**config.mk**
```make
export PLATFORM = sky130hd
export DESIGN_NAME = aux_i2c_xact
export DESIGN_NICKNAME = d
export VERILOG_FILES = /design/src/rtl/aux_i2c_pkg.sv /design/src/rtl/aux_i2c_req_fmt.sv /design/src/rtl/aux_i2c_rsp_dec.sv /design/src/rtl/aux_i2c_wait_timer.sv /design/src/rtl/aux_i2c_xact.sv
export SDC_FILE = /design/constraint.sdc
export NUM_CORES = 1
export LEC_CHECK = 0
export BUFFER_PORTS_ARGS = -buffer_cell sky130_fd_sc_hd__clkbuf_2
export CORE_ASPECT_RATIO = 0.75
export CORE_UTILIZATION = 30
export CTS_CLUSTER_SIZE = 30
export DETAILED_ROUTE_END_ITERATION = 6
export GPL_TIMING_DRIVEN = 0
export PLACE_DENSITY = 0.55
export SLEW_MARGIN = 5
export SYNTH_ARGS = -nofsm -noshare
export SYNTH_HDL_FRONTEND = slang
export SYNTH_HIERARCHICAL = 1
export SYNTH_SLANG_ARGS = --single-unit
```
**constraint.sdc**
```tcl
create_clock -name clk -period 4.67 [get_ports clk]
set_input_delay 0.934 -clock clk [delete_from_list [all_inputs] [get_ports clk]]
set_output_delay 0.934 -clock clk [all_outputs]
set_load 0.005 [all_outputs]
```
**src/rtl/aux_i2c_pkg.sv**
```systemverilog
package aux_i2c_pkg;

    typedef enum logic [1:0] {
        PH_START = 2'd0,
        PH_WRITE = 2'd1,
        PH_READ  = 2'd2,
        PH_STOP  = 2'd3
    } phase_t;

    typedef enum logic [2:0] {
        ACT_OK    = 3'd0,
        ACT_NACK  = 3'd1,
        ACT_BAD   = 3'd2,
        ACT_DEFER = 3'd3,
        ACT_MORE  = 3'd4
    } act_t;

    typedef enum logic [2:0] {
        XS_OK   = 3'd0,
        XS_NACK = 3'd1,
        XS_BAD  = 3'd2,
        XS_LINK = 3'd3,
        XS_TMO  = 3'd4
    } xstat_t;

    typedef struct packed {
        phase_t      phase;
        logic        rd;
        logic [15:0] addr;
        logic [7:0]  wdata;
    } req_t;

    localparam int IDX_W = 3;

endpackage

```
**src/rtl/aux_i2c_req_fmt.sv**
```systemverilog
module aux_i2c_req_fmt
    import aux_i2c_pkg::*;
(
    input  req_t             req,
    input  logic [IDX_W-1:0] idx,
    output logic [7:0]       byte_o,
    output logic [IDX_W-1:0] req_len,
    output logic             rsp_two
);
    logic       is_rd;
    logic       keep_open;
    logic [7:0] cmd;

    always_comb begin
        unique case (req.phase)
            PH_WRITE: is_rd = 1'b0;
            PH_READ:  is_rd = 1'b1;
            default:  is_rd = req.rd;
        endcase
        keep_open = (req.phase != PH_STOP);
        cmd       = {1'b0, keep_open, 1'b0, is_rd, 4'b0000};
    end

    always_comb begin
        unique case (req.phase)
            PH_WRITE: req_len = IDX_W'(5);
            PH_READ:  req_len = IDX_W'(4);
            default:  req_len = IDX_W'(3);
        endcase
        rsp_two = (req.phase == PH_READ);
    end

    always_comb begin
        unique case (idx)
            IDX_W'(0): byte_o = cmd;
            IDX_W'(1): byte_o = req.addr[15:8];
            IDX_W'(2): byte_o = req.addr[7:0];
            IDX_W'(3): byte_o = 8'h00;
            IDX_W'(4): byte_o = req.wdata;
            default:   byte_o = 8'h00;
        endcase
    end
endmodule

```
**src/rtl/aux_i2c_rsp_dec.sv**
```systemverilog
module aux_i2c_rsp_dec
    import aux_i2c_pkg::*;
(
    input  logic [1:0] code,
    input  logic       want_data,
    output act_t       act
);
    always_comb begin
        unique case (code)
            2'b00:   act = want_data ? ACT_MORE : ACT_OK;
            2'b01:   act = ACT_NACK;
            2'b10:   act = ACT_DEFER;
            default: act = ACT_BAD;
        endcase
    end
endmodule

```
**src/rtl/aux_i2c_wait_timer.sv**
```systemverilog
module aux_i2c_wait_timer #(
    parameter int CYCLES = 10000
) (
    input  logic clk,
    input  logic rst_n,
    input  logic run,
    output logic expired
);
    localparam int TW = (CYCLES > 1) ? $clog2(CYCLES + 1) : 1;

    logic [TW-1:0] cnt;

    always_ff @(posedge clk or negedge rst_n) begin
        if (!rst_n)     cnt <= '0;
        else if (!run)  cnt <= '0;
        else            cnt <= cnt + TW'(1);
    end

    assign expired = run && (cnt == TW'(CYCLES - 1));

    // every wait starts from a cleared count
    assert_wait_fresh_R6: assert property (@(posedge clk) disable iff (!rst_n)
        $rose(run) |-> (cnt == '0));
endmodule

```
**src/rtl/aux_i2c_xact.sv**
```systemverilog
module aux_i2c_xact
    import aux_i2c_pkg::*;
#(
    parameter int CLK_HZ    = 100_000_000,
    parameter int DEFER_US  = 100,
    parameter int MAX_DEFER = 0
) (
    input  logic        clk,
    input  logic        rst_n,
    input  logic        go,
    input  logic [1:0]  mode,
    input  logic        rd_dir,
    input  logic [15:0] tgt_addr,
    input  logic [7:0]  wr_byte,
    output logic        busy,
    output logic        done,
    output logic [2:0]  status,
    output logic [7:0]  rd_data,
    output logic        result_len,
    output logic        tx_valid,
    output logic [7:0]  tx_data,
    output logic        tx_last,
    input  logic        tx_ready,
    input  logic        rx_valid,
    input  logic [7:0]  rx_data,
    input  logic        chan_err
);
    localparam int WAIT_CYC = (CLK_HZ / 1_000_000) * DEFER_US;
    localparam int DCW      = $clog2(MAX_DEFER + 2);

    typedef enum logic [2:0] {S_IDLE, S_SEND, S_RECV, S_WAIT, S_FIN} state_t;

    state_t           state, nxt;
    req_t             req_q;
    logic [IDX_W-1:0] idx;
    logic [IDX_W-1:0] req_len;
    logic             rsp_two;
    logic             got_code;
    logic [DCW-1:0]   defer_cnt;
    xstat_t           stat_q;
    logic [7:0]       rdata_q;
    logic             rlen_q;
    logic             tmr_run;
    logic             tmr_exp;
    logic             last_idx;
    logic             hit_limit;
    act_t             act;

    aux_i2c_req_fmt u_fmt (
        .req     (req_q),
        .idx     (idx),
        .byte_o  (tx_data),
        .req_len (req_len),
        .rsp_two (rsp_two)
    );

    aux_i2c_rsp_dec u_dec (
        .code      (rx_data[7:6]),
        .want_data (rsp_two),
        .act       (act)
    );

    aux_i2c_wait_timer #(.CYCLES(WAIT_CYC)) u_tmr (
        .clk     (clk),
        .rst_n   (rst_n),
        .run     (tmr_run),
        .expired (tmr_exp)
    );

    assign last_idx  = (idx == req_len - IDX_W'(1));
    assign hit_limit = (MAX_DEFER != 0) && (defer_cnt == DCW'(MAX_DEFER - 1));

    // next-state logic
    always_comb begin
        nxt = state;
        unique case (state)
            S_IDLE: if (go) nxt = S_SEND;
            S_SEND: begin
                if (chan_err)                  nxt = S_FIN;
                else if (tx_ready && last_idx) nxt = S_RECV;
            end
            S_RECV: begin
                if (chan_err) nxt = S_FIN;
                else if (rx_valid) begin
                    if (got_code)              nxt = S_FIN;
                    else if (act == ACT_MORE)  nxt = S_RECV;
                    else if (act == ACT_DEFER) nxt = hit_limit ? S_FIN : S_WAIT;
                    else                       nxt = S_FIN;
                end
            end
            S_WAIT: if (tmr_exp) nxt = S_SEND;
            S_FIN:  nxt = S_IDLE;
            default: nxt = S_IDLE;
        endcase
    end

    // state register
    always_ff @(posedge clk or negedge rst_n) begin
        if (!rst_n) state <= S_IDLE;
        else        state <= nxt;
    end

    // datapath registers
    always_ff @(posedge clk or negedge rst_n) begin
        if (!rst_n) begin
            req_q     <= '0;
            idx       <= '0;
            got_code  <= 1'b0;
            defer_cnt <= '0;
            stat_q    <= XS_OK;
            rdata_q   <= '0;
            rlen_q    <= 1'b0;
        end else begin
            unique case (state)
                S_IDLE: if (go) begin
                    req_q     <= '{phase: phase_t'(mode), rd: rd_dir,
                                   addr: tgt_addr, wdata: wr_byte};
                    idx       <= '0;
                    got_code  <= 1'b0;
                    defer_cnt <= '0;
                    stat_q    <= XS_OK;
                    rdata_q   <= '0;
                    rlen_q    <= 1'b0;
                end
                S_SEND: begin
                    if (chan_err)      stat_q <= XS_LINK;
                    else if (tx_ready) idx    <= last_idx ? '0 : idx + IDX_W'(1);
                end
                S_RECV: begin
                    if (chan_err) stat_q <= XS_LINK;
                    else if (rx_valid) begin
                        if (got_code) begin
                            rdata_q <= rx_data;
                            rlen_q  <= 1'b1;
                            stat_q  <= XS_OK;
                        end else begin
                            unique case (act)
                                ACT_OK:   stat_q   <= XS_OK;
                                ACT_MORE: got_code <= 1'b1;
                                ACT_NACK: stat_q   <= XS_NACK;
                                ACT_BAD:  stat_q   <= XS_BAD;
                                ACT_DEFER: begin
                                    defer_cnt <= defer_cnt + DCW'(1);
                                    if (hit_limit) stat_q <= XS_TMO;
                                end
                                default:  stat_q   <= XS_BAD;
                            endcase
                        end
                    end
                end
                default: ;
            endcase
        end
    end

    // outputs decoded from state
    always_comb begin
        busy       = (state != S_IDLE);
        done       = (state == S_FIN);
        tx_valid   = (state == S_SEND);
        tx_last    = (state == S_SEND) && last_idx;
        tmr_run    = (state == S_WAIT);
        status     = stat_q;
        rd_data    = rdata_q;
        result_len = rlen_q;
    end

    // a stalled request byte is held
    assert_tx_hold_R11: assert property (@(posedge clk) disable iff (!rst_n)
        tx_valid && !tx_ready && !chan_err |=> tx_valid && $stable(tx_data) && $stable(tx_last));

    // nothing follows the marked final byte
    assert_req_end_R3: assert property (@(posedge clk) disable iff (!rst_n)
        tx_valid && tx_ready && tx_last && !chan_err |=> !tx_valid);

    // done lasts one cycle and busy falls after it
    assert_done_pulse_R9: assert property (@(posedge clk) disable iff (!rst_n)
        done |=> !done && !busy);

    // a successful read reports its data byte, other phases do not
    assert_ack_len_R4: assert property (@(posedge clk) disable iff (!rst_n)
        done && (status == XS_OK) |-> (result_len == (req_q.phase == PH_READ)));

    // timeout only after exactly the configured number of defers
    assert_timeout_R8: assert property (@(posedge clk) disable iff (!rst_n)
        done && (status == XS_TMO) |-> (MAX_DEFER != 0) && (defer_cnt == DCW'(MAX_DEFER)));

    // a lower-layer failure in flight finishes on the next cycle
    assert_link_R7: assert property (@(posedge clk) disable iff (!rst_n)
        chan_err && (tx_valid || (busy && !done && !tmr_run)) |=> done && (status == XS_LINK));
endmodule

```
-- Yosys cells after proc, flatten, opt, wreduce, memory -nomap -nowiden
Index checks and enable logic that the tools add are counted.
- add/subtract/negate cells: 3
- multiply operators: 0
- divide/modulo/power cells: 0
- order comparisons: 0
- equal/unequal tests: 28
- shift operators: 0
- multiplexer cells: 42
- bitwise operators: 0
- reduce and logical (&&, ||, !) cells: 18
- operators by type and width (operator ; count):
    2-to-1 mux 3 bit ; 18
    2-to-1 mux 8 bit ; 4
    case mux 8 bit (4 select lines) ; 1
    case mux 3 bit (3 select lines) ; 3
    case mux 8 bit (2 select lines) ; 1
    adder 14 x 1 -> 14 bit, second input constant ; 1
    equality test 14 bit, second input constant ; 1
    2-to-1 mux 14 bit ; 1
    != test 2 bit, second input constant ; 7
    equality test 3 x 2 -> 1 bit, second input constant ; 4
    case mux 3 bit (2 select lines) ; 2
    case mux 3 bit (4 select lines) ; 1
    AND reduction 4 bit ; 3
    AND reduction 5 bit ; 2
    equality test 3 x 1 -> 1 bit, second input constant ; 3
    equality test 3 bit, second input constant ; 3
    zero test 3 bit ; 3
    2-to-1 mux 1 bit ; 8
    case mux 1 bit (2 select lines) ; 3
    nonzero test 3 bit ; 2
    equality test 2 x 1 -> 1 bit, second input constant ; 2
    equality test 2 bit, second input constant ; 2
    != test 2 x 1 -> 1 bit, second input constant ; 2
    != test 4 bit, second input constant ; 1
    other kinds (10) ; 13
- flip-flop bits (word level): 60
- latch bits: 0
- bits in writable memories: 0
- memory bits (read-only): 0
- bits of input ports: 41
- output and inout port bits: 24
- logic and storage cells: 102
- memories kept: 0

-- Logic depth before layout (Yosys ltp)
Gate-level depths: netlist (run 1).
- depth after elaboration: 10
- gate-level depth with buffers: 10
- depth with buffers taken out: 9

-- Hierarchy
Netlist (run 1), hierarchy kept.
- modules (own cells, without submodules) (module ; times used ; cells an instance ; area each (um2) ; sequential area each (um2)):
    aux_i2c_xact ; 1 ; 163 ; 2152.1 ; 1126.1
    aux_i2c_wait_timer ; 1 ; 72 ; 711.9 ; 350.3
    aux_i2c_req_fmt ; 1 ; 42 ; 322.8 ; 0.0
    aux_i2c_rsp_dec ; 1 ; 7 ; 57.6 ; 0.0

-- Worst setup path before layout (run 1)
No wires, ideal clock.
- kind: register to output
- from: reg req_q[25] in the netlist's numbering
- to: out tx_last
- data arrival time: 1728 ps
- data required time: 3736 ps
- slack: 2008 ps
- cell stages (with the launch flop): 8
- buffers on the path: 0
- path through: dfrtp_1 > inv_1 > ha_1 > inv_1 > ha_1 > xor3_1 > nor3_2 > and2_1
- cells in the longest elaborated chain, start to end: 5
- elaborated cells on any way between the ends: 6
- those cells by class: add/sub: 1; eq/ne: 3; mux: 1; reduce/logical: 1
- ends and longest elaborated chain (element ; RTL line ; RTL):
    from (decl) ; aux_i2c_xact.sv:34 ; req_t req_q;
    from (signal assigned) ; aux_i2c_xact.sv:116 ; req_q <= '{phase: phase_t'(mode), rd: rd_dir,
    equality test 2 bit or equality test 2 x 1 -> 1 bit (tied branches) ; aux_i2c_req_fmt.sv:25 ; unique case (req.phase)
    case mux 3 bit (2 select lines) * ; aux_i2c_req_fmt.sv:25 ;
    net req_len[1] ; aux_i2c_xact.sv:36 ; logic [IDX_W-1:0] req_len;
    subtractor 3 x 1 -> 3 bit * ; aux_i2c_xact.sv:70 ; assign last_idx = (idx == req_len - IDX_W'(1));
    equality test 3 bit * ; aux_i2c_xact.sv:70 ;
    logical AND 1 bit * ; aux_i2c_xact.sv:161 ; tx_last = (state == S_SEND) && last_idx;
    to (decl) ; aux_i2c_xact.sv:22 ; output logic tx_last,
Mark *: on every way through the listed nets, which the timed path passes. The rest lies on a longest branch.

-- Final worst setup path (run 1)
Same ends and word-level chain as after synthesis.

==> key figures, run 1 <==
Yosys
  • Synth top area share: around 46%
  • Mux share of post-synthesis cell area: approximately a tenth
  • Dominant synthesized flop cell: dfrtp_1
  • Synth Area in Compound Gates: between 10% and 20%
  • Syn_area_per_cell: 11.4 µm²
  • Synth Area in Simple Gates: approximately 17%
  • Syn nets: about 330
  • Ys Warns: 6
  • Synthesized area: ~3200 µm²
  • Synth cell count leaders: 59 x dfrtp_1, 27 x mux2_2, 17 x nand2_1
  • Synth area leader: dfrtp_1
  • Post-Synth Adder-Cell Area: roughly 3.5%
  • Most common cell in the netlist: dfrtp_1
  • Register bit total from synthesis: 59
  • Post-synth ARST share: 100%
  • Synth cell types: 65
  • Post-synthesis xor/xnor area fraction: under 10%
  • Post-Syn Instances: 284
  • Largest family of logic cells by synthesized area: simple AND/OR/NAND/NOR gates
  • EDFF count, synth: 0
  • Sequential fraction of the synthesis area: roughly 46%
  • Top cells by area, synth: dfrtp_1 46%, mux2_2 9.4%, ha_1 3.5%, a22oi_2 2.3%, a22o_1 2.2%

Clocking
  • CTS sink count: 59
  • CTS clk-pin slew, worst paths: 0.05 ns
  • CTS tree: yes
  • Post-cts resize count: 0
  • Max H-tree Level: 3
  • Clk_lat worst skew: 0.32 ns
  • Num CTS Buffers: 9
  • Hold_buf cts: 0
  • Root Driver: clkbuf_16
  • Setup bufs post-CTS: 0
  • Clock Path Buffers: 2

Critical path
  • R2r endpoint: state[2]
  • CP max FO: 7
  • Reg2Reg Setup Slack: about 2.1 ns
  • Crit path DAT: 2.39 ns
  • Reg2Reg Depth: 10
  • Critical Path RT: approximately 3.7 ns
  • FF-to-FF Start: state[2]
  • Worst setup SP type: flop
  • Critical path class: reg2out
  • Worst Setup End Kind: primary output

Route
  • Initial DRT Pass Iterations: 4
  • Final WL: just over 7 mm
  • Initial DRC count: 129
  • DRT antenna net count: 0
  • DR vias: between 2k and 2.5k
  • Vias per inst: between 4 and 5
  • # DRC: 0
  • Wirelength per Cell: 14.4 µm

Min path
  • Hold Crit Depth: 1
  • Worst hold endpoint: result_len
  • Hold Crit Class: reg2reg
  • Worst Min Path Start: result_len

Run status
  • Status: completed

Timing
  • Final setup fails: 0
  • Slew HR: 44.7%
  • Tcrit/Tclk final: between 70% and 80%
  • Period minus WS final: 3.32 ns
  • Max Fclk: approximately 300 MHz
  • Slew Viols, Final: 0
  • Slew @ Worst Pin: ~0.83 ns
  • RSZ-0062 raised after global routing: false
  • Setup TNS: 0 ns
  • Skew final: 0.00542 ns
  • Fin. Hold Viols: 0

Floorplanning
  • I/O pins: 65
  • Rows: 32
  • Initial core utilization: between 30% and 40%
  • Die Area: between 10,000 and 15,000 µm²
  • Die Span X: around 120 µm
  • Die Y: 92.1 µm
  • Core area: around 10,000 µm²

Pwr
  • Peak supply drop: 0.000180 V
  • Pwr dens: about 600 nW/µm²
  • Overall Power: around 2.4 mW
  • Leak pwr: approximately 1.8 nW

Final layout
  • Layout cell share with drive strength beyond 1: roughly two fifths
  • Multi-input gate area in the final layout: around 1600 µm²
  • Area delta synth->final: 24.1%
  • Antenna cells: 0
  • # fillers: ~1.1k
  • Nets@finish: slightly above 400
  • Seq. cell area: 1480 µm²

Place
  • Final estimated routing congestion in global placement: 0.737
  • Buffers on Ports: 63
  • HPWL after DPL: 5.22 mm

Global route
  • Vias in the first global route: about 2.3k
  • Initial antenna violation count: 0
  • First-pass GRT wire length: 12.0 mm
  • Grt total ovfl: 0
  • Largest net degree at the start of global routing: 60
  • GRT Util Overall: about 14%

Flow run
  • Max_cap viols: 0
cells by family after synthesis:
family,after synthesis
mux,30
fa+ha+maj,9
other cells,1
flops,59
compound gates,66
simple gates,85
buf+inv,28
xor+xnor,6
layout by cell type (no fill, tap or decap), types with 6 or more instances in the layout:
master	n
dfrtp_1	59
o31ai_1	7
a22o_1	8
nor2_1	10
a21oi_1	13
mux2_2	27
nand3_1	7
clkbuf_2	62
o21ai_0	8
ha_1	9
nand2_1	17
a22oi_2	6
o21ai_2	6
clkbuf_16	9
or4_1	6
inv_1	14
how the worst max path moves through the flow:
stage              start  endpoint  slack [ns]  cells past startpoint
3_5_place_dp   req_q[25]   tx_last        1.62                      8
2_1_floorplan  req_q[25]   tx_last        2.01                      7
6_report       req_q[25]   tx_last        1.35                      8
3_3_place_gp   req_q[25]   tx_last        1.67                      8
5_1_grt        req_q[25]   tx_last        1.14                      8
4_1_cts        req_q[25]   tx_last        1.27                      8
per-stage QoR:
stage	worst slack, ns	hold WS [ns]	utilization, %	cell area, µm²	instances
after floorplan	2.01	0.474	-	3240	284
after global placement	1.67	0.462	35.8	3730	483
after detailed placement	1.62	0.469	35.9	3730	483
after CTS	1.27	0.490	38.7	4030	499
after global routing	1.14	0.507	38.7	4030	499
final	1.35	0.485	38.7	4030	499
worst max-delay path, cell delays in order, from the launching register on:
cell      delay (ns)
dfrtp_1         0.40
inv_1           0.06
ha_1            0.34
inv_1           0.08
ha_1            0.14
xor3_1          0.40
nor3_2          0.35
and2_1          0.19
clkbuf_2        0.11
state kept, by name, summed over array words and instances (netlist names):
| name | count |
|---|---|
| idx | 3 |
| got_code | 1 |
| state | 3 |
| req_q | 27 |
| result_len | 1 |
| status | 2 |
| u_tmr/cnt | 14 |
| rd_data | 8 |
layer usage:
metal | global-route usage, % | share of wire, % | up-vias
li1 | - | - | 1186
met1 | 19.8 | 50 | 1175
met2 | 20.1 | 44 | 51
met3 | 3.86 | 4.9 | 5
met4 | 3.96 | 0.75 | 0
met5 | 0 | 0 | -
cell type report:
cell class / count / area share, %
Clock inverter: 6 / 1.65
Inverter: 15 / 1.40
Sequential cell: 59 / 36.7
Clock buffer: 10 / 5.69
Timing Repair Buffer: 63 / 7.89
Tap cell: 136 / 4.22
Buffer: 13 / 2.64
Multi-Input combinational cell: 197 / 39.9
where the power goes:
part	leakage (nW)	internal, mW	switching [mW]
logic	0.942	0.514	0.477
clock network	0.135	0.412	0.234
registers	0.754	0.667	0.124
total	1.83	1.59	0.835
(Power assumes the default switching activity.)
==> inputs of run 2 (changes only) <==
--- a/config.mk
+++ b/config.mk
@@ -11,7 +11,7 @@
 export CTS_CLUSTER_SIZE = 30
 export DETAILED_ROUTE_END_ITERATION = 6
 export GPL_TIMING_DRIVEN = 0
-export PLACE_DENSITY = 0.55
+export PLACE_DENSITY = 0.56
 export SLEW_MARGIN = 5
 export SYNTH_ARGS = -nofsm -noshare
 export SYNTH_HDL_FRONTEND = slang
==> constraint.sdc (replaced) <==
create_clock -name clk -period 3 [get_ports clk]
set_input_delay 0.6 -clock clk [delete_from_list [all_inputs] [get_ports clk]]
set_output_delay 0.6 -clock clk [all_outputs]
set_load 0.005 [all_outputs]
==> run 2 against run 1 <==
Clock power rose by 59%; critical path type unchanged; critical path depth did not move; non-clock buffer count rose by 5; first-iteration DRC count fell by 2.3%; cell count rose by 0.80%; combinational power rose by 73%; clock-buffer cell count rose by 1; critical endpoint unchanged; sequential share of layout area fell by 0.46 points; worst setup slack got worse by 1.2 ns; largest cell class unchanged; sequential cell count did not move.
==> key figures, run 2 (synthesis results as in run 1) <==
Run status
  • Status: completed

Place
  • Buffers on Ports: between 60 and 70
  • Final estimated routing congestion in global placement: between 0.7 and 0.8
  • Worst slack, placed: 0.307 ns
  • HPWL after DPL: 5.13 mm

Floorplanning
  • Die Area: 11,200 µm²
  • Die Span X: 122 µm
  • I/O pins: 65
  • Die Y: approximately 92 µm
  • Core area: ~10,000 µm²
  • Initial core utilization: 31.2%
  • Rows: 32

Clocking
  • Clk_lat worst skew: 0.33 ns
  • Root Driver: clkbuf_16
  • CTS clk-pin slew, worst paths: 0.05 ns
  • Num CTS Buffers: 9
  • CTS sink count: between 50 and 60
  • Max H-tree Level: 3
  • Clock Path Buffers: 2
  • CTS tree: yes

Timing
  • Slew HR: between 40% and 50%
  • Slew @ Worst Pin: about 0.83 ns
  • Final hold slack: around 0.4 ns
  • Final setup fails: 0
  • Final WS setup: between 0.1 and 0.15 ns
  • Fin. Hold Viols: 0
  • Period minus WS final: about 2.9 ns
  • Max Fclk: ~350 MHz
  • Slew Viols, Final: 0
  • Skew final: roughly 0.0054 ns
  • Tcrit/Tclk final: a little over nine tenths

Final layout
  • Commonest non-fill, non-tap cells in the layout: 62 x clkbuf_2, 59 x dfrtp_1, 27 x mux2_2, 17 x nand2_1, 14 x inv_1
  • Largest register FFs: 27
  • Layout cell share with drive strength beyond 1: 41.4%
  • Area delta synth->final: 25.7%
  • Commonest non-fill, non-tap cell in the layout: clkbuf_2
  • Reg with most FFs: req_q
  • Final Util: about two fifths
  • Nets@finish: slightly above 400
  • Antenna cells: 0

Route
  • Initial DRT Pass Iterations: 4
  • # DRC: 0
  • Vias per inst: about 4.9
  • Wirelength per Cell: 14.2 µm
  • DR vias: around 2.4k
  • Final WL: 7.16 mm
  • Initial DRC count: between 100 and 150
  • DRT antenna net count: 0

Global route
  • First-pass GRT wire length: about 12 mm
  • Largest net degree at the start of global routing: 60
  • GRT Util Overall: between 10% and 20%
  • Vias in the first global route: 2,361
  • Initial antenna violation count: 0
  • Grt total ovfl: 0

Critical path
  • Max stage delay on crit path: 0.44 ns
  • Top delay family on crit path: adder cells
  • Worst setup SP type: flop
  • FF-to-FF Start: state[2]
  • Worst Setup End Kind: primary output
  • Crit path DAT: around 2.3 ns
  • CP max stage cell: xor3_1
  • Critical Path RT: 2.40 ns
  • Reg2Reg Setup Slack: 0.41 ns
  • CP Cell Sequence: inv_1, ha_1, inv_1, ha_1, xor3_1, nor3_4, and2_1, clkbuf_2
  • CP max FO: 4
  • Critical path class: reg2out
  • R2r endpoint: state[2]
  • Bufs and invs on worst path: 3
  • Reg2Reg Depth: 10

Pwr
  • Pwr dens: 974 nW/µm²
  • Peak supply drop: between 0.0002 and 0.0003 V
  • Overall Power: 3.97 mW
  • Leak pwr: 1.87 nW

Flow run
  • Max_cap viols: 0

Min path
  • Hold Crit Class: in2async
[run 2: cell count changes in the layout (fill, tap and decap cells not counted), sizes merged]
| cell | change |
|---|---|
| buf | +5 |
| clkbuf | +1 |
| clkinv | -1 |
| clkinvlp | -1 |
[run 2: worst register-to-register path, cell delays in order, from the launching register on]
cell and delay [ns]:
dfrtp_1 0.42, buf_6 0.16, nand2b_1 0.19, nor2_1 0.29, nand2_1 0.12, or4_1 0.49, nor3_2 0.13, nand2b_1 0.16
o31ai_1 0.10, a211o_1 0.30, a21oi_1 0.13
[run 2: layer usage]
metal	vias to the layer above	wire, µm	global-route usage (%)	share of wire (%)
met1	1189	3520	19.9	49
met4	0	140	6.40	2.0
met3	11	324	3.54	4.5
li1	1195	-	-	-
met2	54	3170	20.3	44
met5	-	0	0	0
[run 2: stage by stage]
| step | instances | area, µm² | setup TNS [ns] |
|---|---|---|---|
| after floorplan | 284 | 3240 | 0 |
| after global placement | 483 | 3730 | 0 |
| after detailed placement | 483 | 3730 | 0 |
| after CTS | 498 | 4040 | 0 |
| after global routing | 503 | 4080 | -0.00359 |
| final | 503 | 4080 | 0 |
[run 2: layout make-up]
| cell class | count | area, µm² |
|---|---|---|
| Clock inverter | 4 | 50.0 |
| Clock buffer | 11 | 253 |
| Inverter | 15 | 56.3 |
| Multi-Input combinational cell | 197 | 1610 |
| Fill cell | 1063 | 6330 |
| Sequential cell | 59 | 1480 |
| Timing Repair Buffer | 68 | 355 |
| Buffer | 13 | 106 |
| Tap cell | 136 | 170 |
[run 2: report_power, final]
part           switching (mW)  leakage (nW)  internal, mW
Sequential              0.196         0.754          1.04
Clock                   0.353         0.144         0.681
Combinational           0.797         0.969         0.908
Total                    1.35          1.87          2.63
[run 2: worst max-delay path by stage]
stage	startpoint	depth (start not counted)	to	slack [ns]
after floorplan	req_q[25]	7	tx_last	0.67
after global placement	req_q[25]	8	tx_last	0.33
after detailed placement	req_q[25]	8	tx_last	0.31
after CTS	req_q[25]	8	tx_last	0.03
after global routing	req_q[25]	8	tx_last	-0.004
final	req_q[25]	8	tx_last	0.12
[run 2: what timing repair did]
| item | 4_1_cts | 5_1_grt |
|---|---|---|
| setup buffers | 0 | 5 |
| gates cloned | 0 | 0 |
| gates resized for setup | 1 | 0 |
| hold buffers | 0 | 0 |
| pin swaps | 0 | 1 |
| endpoints found under the setup margin | 1 | 1 |
==> inputs of run 3 (changes only) <==
--- a/config.mk
+++ b/config.mk
@@ -11,9 +11,8 @@
 export CTS_CLUSTER_SIZE = 30
 export DETAILED_ROUTE_END_ITERATION = 6
 export GPL_TIMING_DRIVEN = 0
-export PLACE_DENSITY = 0.56
+export PLACE_DENSITY = 0.57
 export SLEW_MARGIN = 5
 export SYNTH_ARGS = -nofsm -noshare
 export SYNTH_HDL_FRONTEND = slang
-export SYNTH_HIERARCHICAL = 1
 export SYNTH_SLANG_ARGS = --single-unit
==> run 3 against run 2 <==
Utilization up 1.4 points; clock power up 15%; combinational power down 40%; routed wire length down 8.5%; largest power group is now the clock network; sequential share of layout area up 2.9 points; critical path depth down 2; synthesized cell count up 1.4%; power down 15%; sequential power down 6%; via count down 6.9%.
==> key figures, run 3 <==
Timing
  • Setup TNS: 0 ns
  • Fin. Hold Viols: 0
  • Final setup fails: 0
  • Slew HR: 44.7%
  • Tcrit/Tclk final: a little under 90%
  • Period minus WS final: 2.64 ns
  • Max Fclk: between 300 and 400 MHz
  • Slew @ Worst Pin: around 0.83 ns
  • RSZ-0062 raised after global routing: false
  • Skew final: 0.00565 ns
  • Slew Viols, Final: 0

Yosys
  • Register bit total from synthesis: 59
  • Ys Warns: 0
  • Syn nets: 337
  • Synth area leader: dfrtp_1
  • Post-Syn Instances: 288
  • Syn_area_per_cell: just over 10 µm²
  • Sequential fraction of the synthesis area: about half
  • Synth top area share: 49.9%
  • Top cells by area, synth: dfrtp_1 50%, mux2_2 9.9%, nand2_1 4.8%, ha_1 3.4%, nor2_1 3.2%
  • Most common cell in the netlist: dfrtp_1
  • Synthesized area: 2960 µm²
  • EDFF count, synth: 0
  • Dominant synthesized flop cell: dfrtp_1
  • Post-synth ARST share: 100%
  • Synth cell count leaders: 59 x dfrtp_1, 38 x nand2_1, 26 x mux2_2
  • Synth cell types: 48

Clocking
  • CTS sink count: 59
  • Root Driver: clkbuf_16
  • Hold_buf cts: 0
  • CTS tree: yes
  • Max H-tree Level: 3
  • Clk_lat worst skew: ~0.33 ns
  • CTS clk-pin slew, worst paths: approximately 0.050 ns
  • Post-cts resize count: 0
  • Num CTS Buffers: 9
  • Clock Path Buffers: 2
  • Setup bufs post-CTS: 0

Floorplanning
  • Die Y: 88.0 µm
  • Initial core utilization: roughly a third
  • I/O pins: 65
  • Die Span X: between 100 and 150 µm
  • Core area: roughly 9300 µm²
  • Rows: 30
  • Die Area: 10,300 µm²

Route
  • # DRC: 0
  • Initial DRC count: between 90 and 100
  • DRT antenna net count: 0
  • Final WL: between 6 and 7 mm
  • Vias per inst: 4.62
  • DR vias: 2,281
  • Initial DRT Pass Iterations: 4
  • Wirelength per Cell: 13.3 µm

Final layout
  • Reg with most FFs: req_q
  • Commonest non-fill, non-tap cells in the layout: 61 x clkbuf_2, 59 x dfrtp_1, 38 x nand2_1, 26 x mux2_2, 25 x nor2_1
  • Commonest non-fill, non-tap cell in the layout: clkbuf_2
  • Nets@finish: ~400
  • Antenna cells: 0
  • Largest register FFs: 27
  • # fillers: about 950
  • Layout cell share with drive strength beyond 1: between 30 and 40%
  • Area delta synth->final: 27.6%

Global route
  • First-pass GRT wire length: around 11 mm
  • Initial antenna violation count: 0
  • Largest net degree at the start of global routing: 60
  • Vias in the first global route: 2,269
  • Grt total ovfl: 0
  • GRT Util Overall: between 10 and 15%

Pwr
  • Leak pwr: between 1.5 and 2 nW
  • Pwr dens: roughly 900 nW/µm²
  • Peak supply drop: roughly 0.00028 V
  • Overall Power: about 3.4 mW

Place
  • HPWL after DPL: 4.72 mm
  • Buffers on Ports: 62
  • Final estimated routing congestion in global placement: 0.787

Min path
  • Hold Crit Class: in2async

Critical path
  • Critical Path RT: between 2 and 2.5 ns
  • Critical path class: reg2out
  • Worst Setup End Kind: primary output
  • Worst setup SP type: flop
  • Crit path DAT: 2.04 ns
  • CP max FO: 8

Run status
  • Status: completed

Flow run
  • Max_cap viols: 0
## run 3: cell types whose count changed after synthesis, moves of 7 or more
cell,before,now
nand2_1,17,38
nor2_1,10,25
a22o_1,8,0
nand3_1,7,15
a22oi_1,0,7
o31ai_1,7,0
xor2_1,2,9
## run 3: cell type report
type | instances | area, µm² | share of cell area [%]
inverter | 12 | 50.0 | 1.33
tap | 128 | 160 | 4.24
multi-input combinational | 202 | 1350 | 35.7
buffer | 15 | 86.3 | 2.29
sequential | 59 | 1480 | 39.1
timing repair buffer | 62 | 313 | 8.29
clock buffer | 11 | 243 | 6.43
clock inverter | 5 | 100 | 2.65
## run 3: metrics by stage
step / hold WS [ns] / setup WS [ns] / util (%) / cell area (µm²) / instances
finish: 0.403 / 0.363 / 40.6 / 3770 / 494
global route: 0.474 / 0.200 / 40.6 / 3770 / 494
CTS: 0.435 / 0.324 / 40.6 / 3770 / 494
detailed placement: 0.471 / 0.677 / 36.9 / 3430 / 478
global placement: 0.462 / 0.684 / 36.8 / 3430 / 478
floorplan: 0.304 / 1.07 / - / 2960 / 288
## run 3: power breakdown
group	leakage [nW]	total (mW)	internal (mW)	switching [mW]
clock network	0.169	1.18	0.830	0.354
registers	0.759	1.16	1.02	0.137
logic	0.817	1.03	0.506	0.523
total	1.75	3.37	2.36	1.01
## run 3: final timing paths
kind	depth (start not counted)	startpoint	slack (ns)	endpoint
setup / recovery	6	idx[0]	0.36	tx_data[4]
hold / removal	1	rst_n	0.40	req_q[10]
setup reg to reg	7	req_q[26]	1.01	state[1]
hold reg to reg	2	rd_data[2]	0.48	rd_data[2]
max in group asynchronous	1	rst_n	2.06	rd_data[2]
min in group clk	2	rd_data[2]	0.48	rd_data[2]
## run 3: critical path: stages (launching register included)
cell	delay (ns)
dfrtp_1	0.44
inv_1	0.11
ha_1	0.15
clkbuf_1	0.31
inv_1	0.10
o311ai_0	0.40
clkbuf_2	0.19
## run 3: per-layer routing
| metal | vias up | wire length [µm] | track usage [%] |
|---|---|---|---|
| met2 | 46 | 2950 | 20.7 |
| met4 | 0 | 68 | 4.83 |
| met5 | - | 0 | 0 |
| met3 | 7 | 384 | 5.54 |
| li1 | 1133 | - | - |
| met1 | 1095 | 3150 | 18.9 |
## run 3: logic make-up after synthesis
logic type | Yosys count | share of synthesized area (%)
and+or+nand+nor | 109 | 18.2
other | 1 | 0.127
xor gates and xnor gates | 12 | 3.55
buffers and inverters | 27 | 4.61
muxes | 30 | 11.5
adders and majority gates | 8 | 3.38
DFF | 59 | 49.9
AOI/OAI and AO/OA | 42 | 8.75
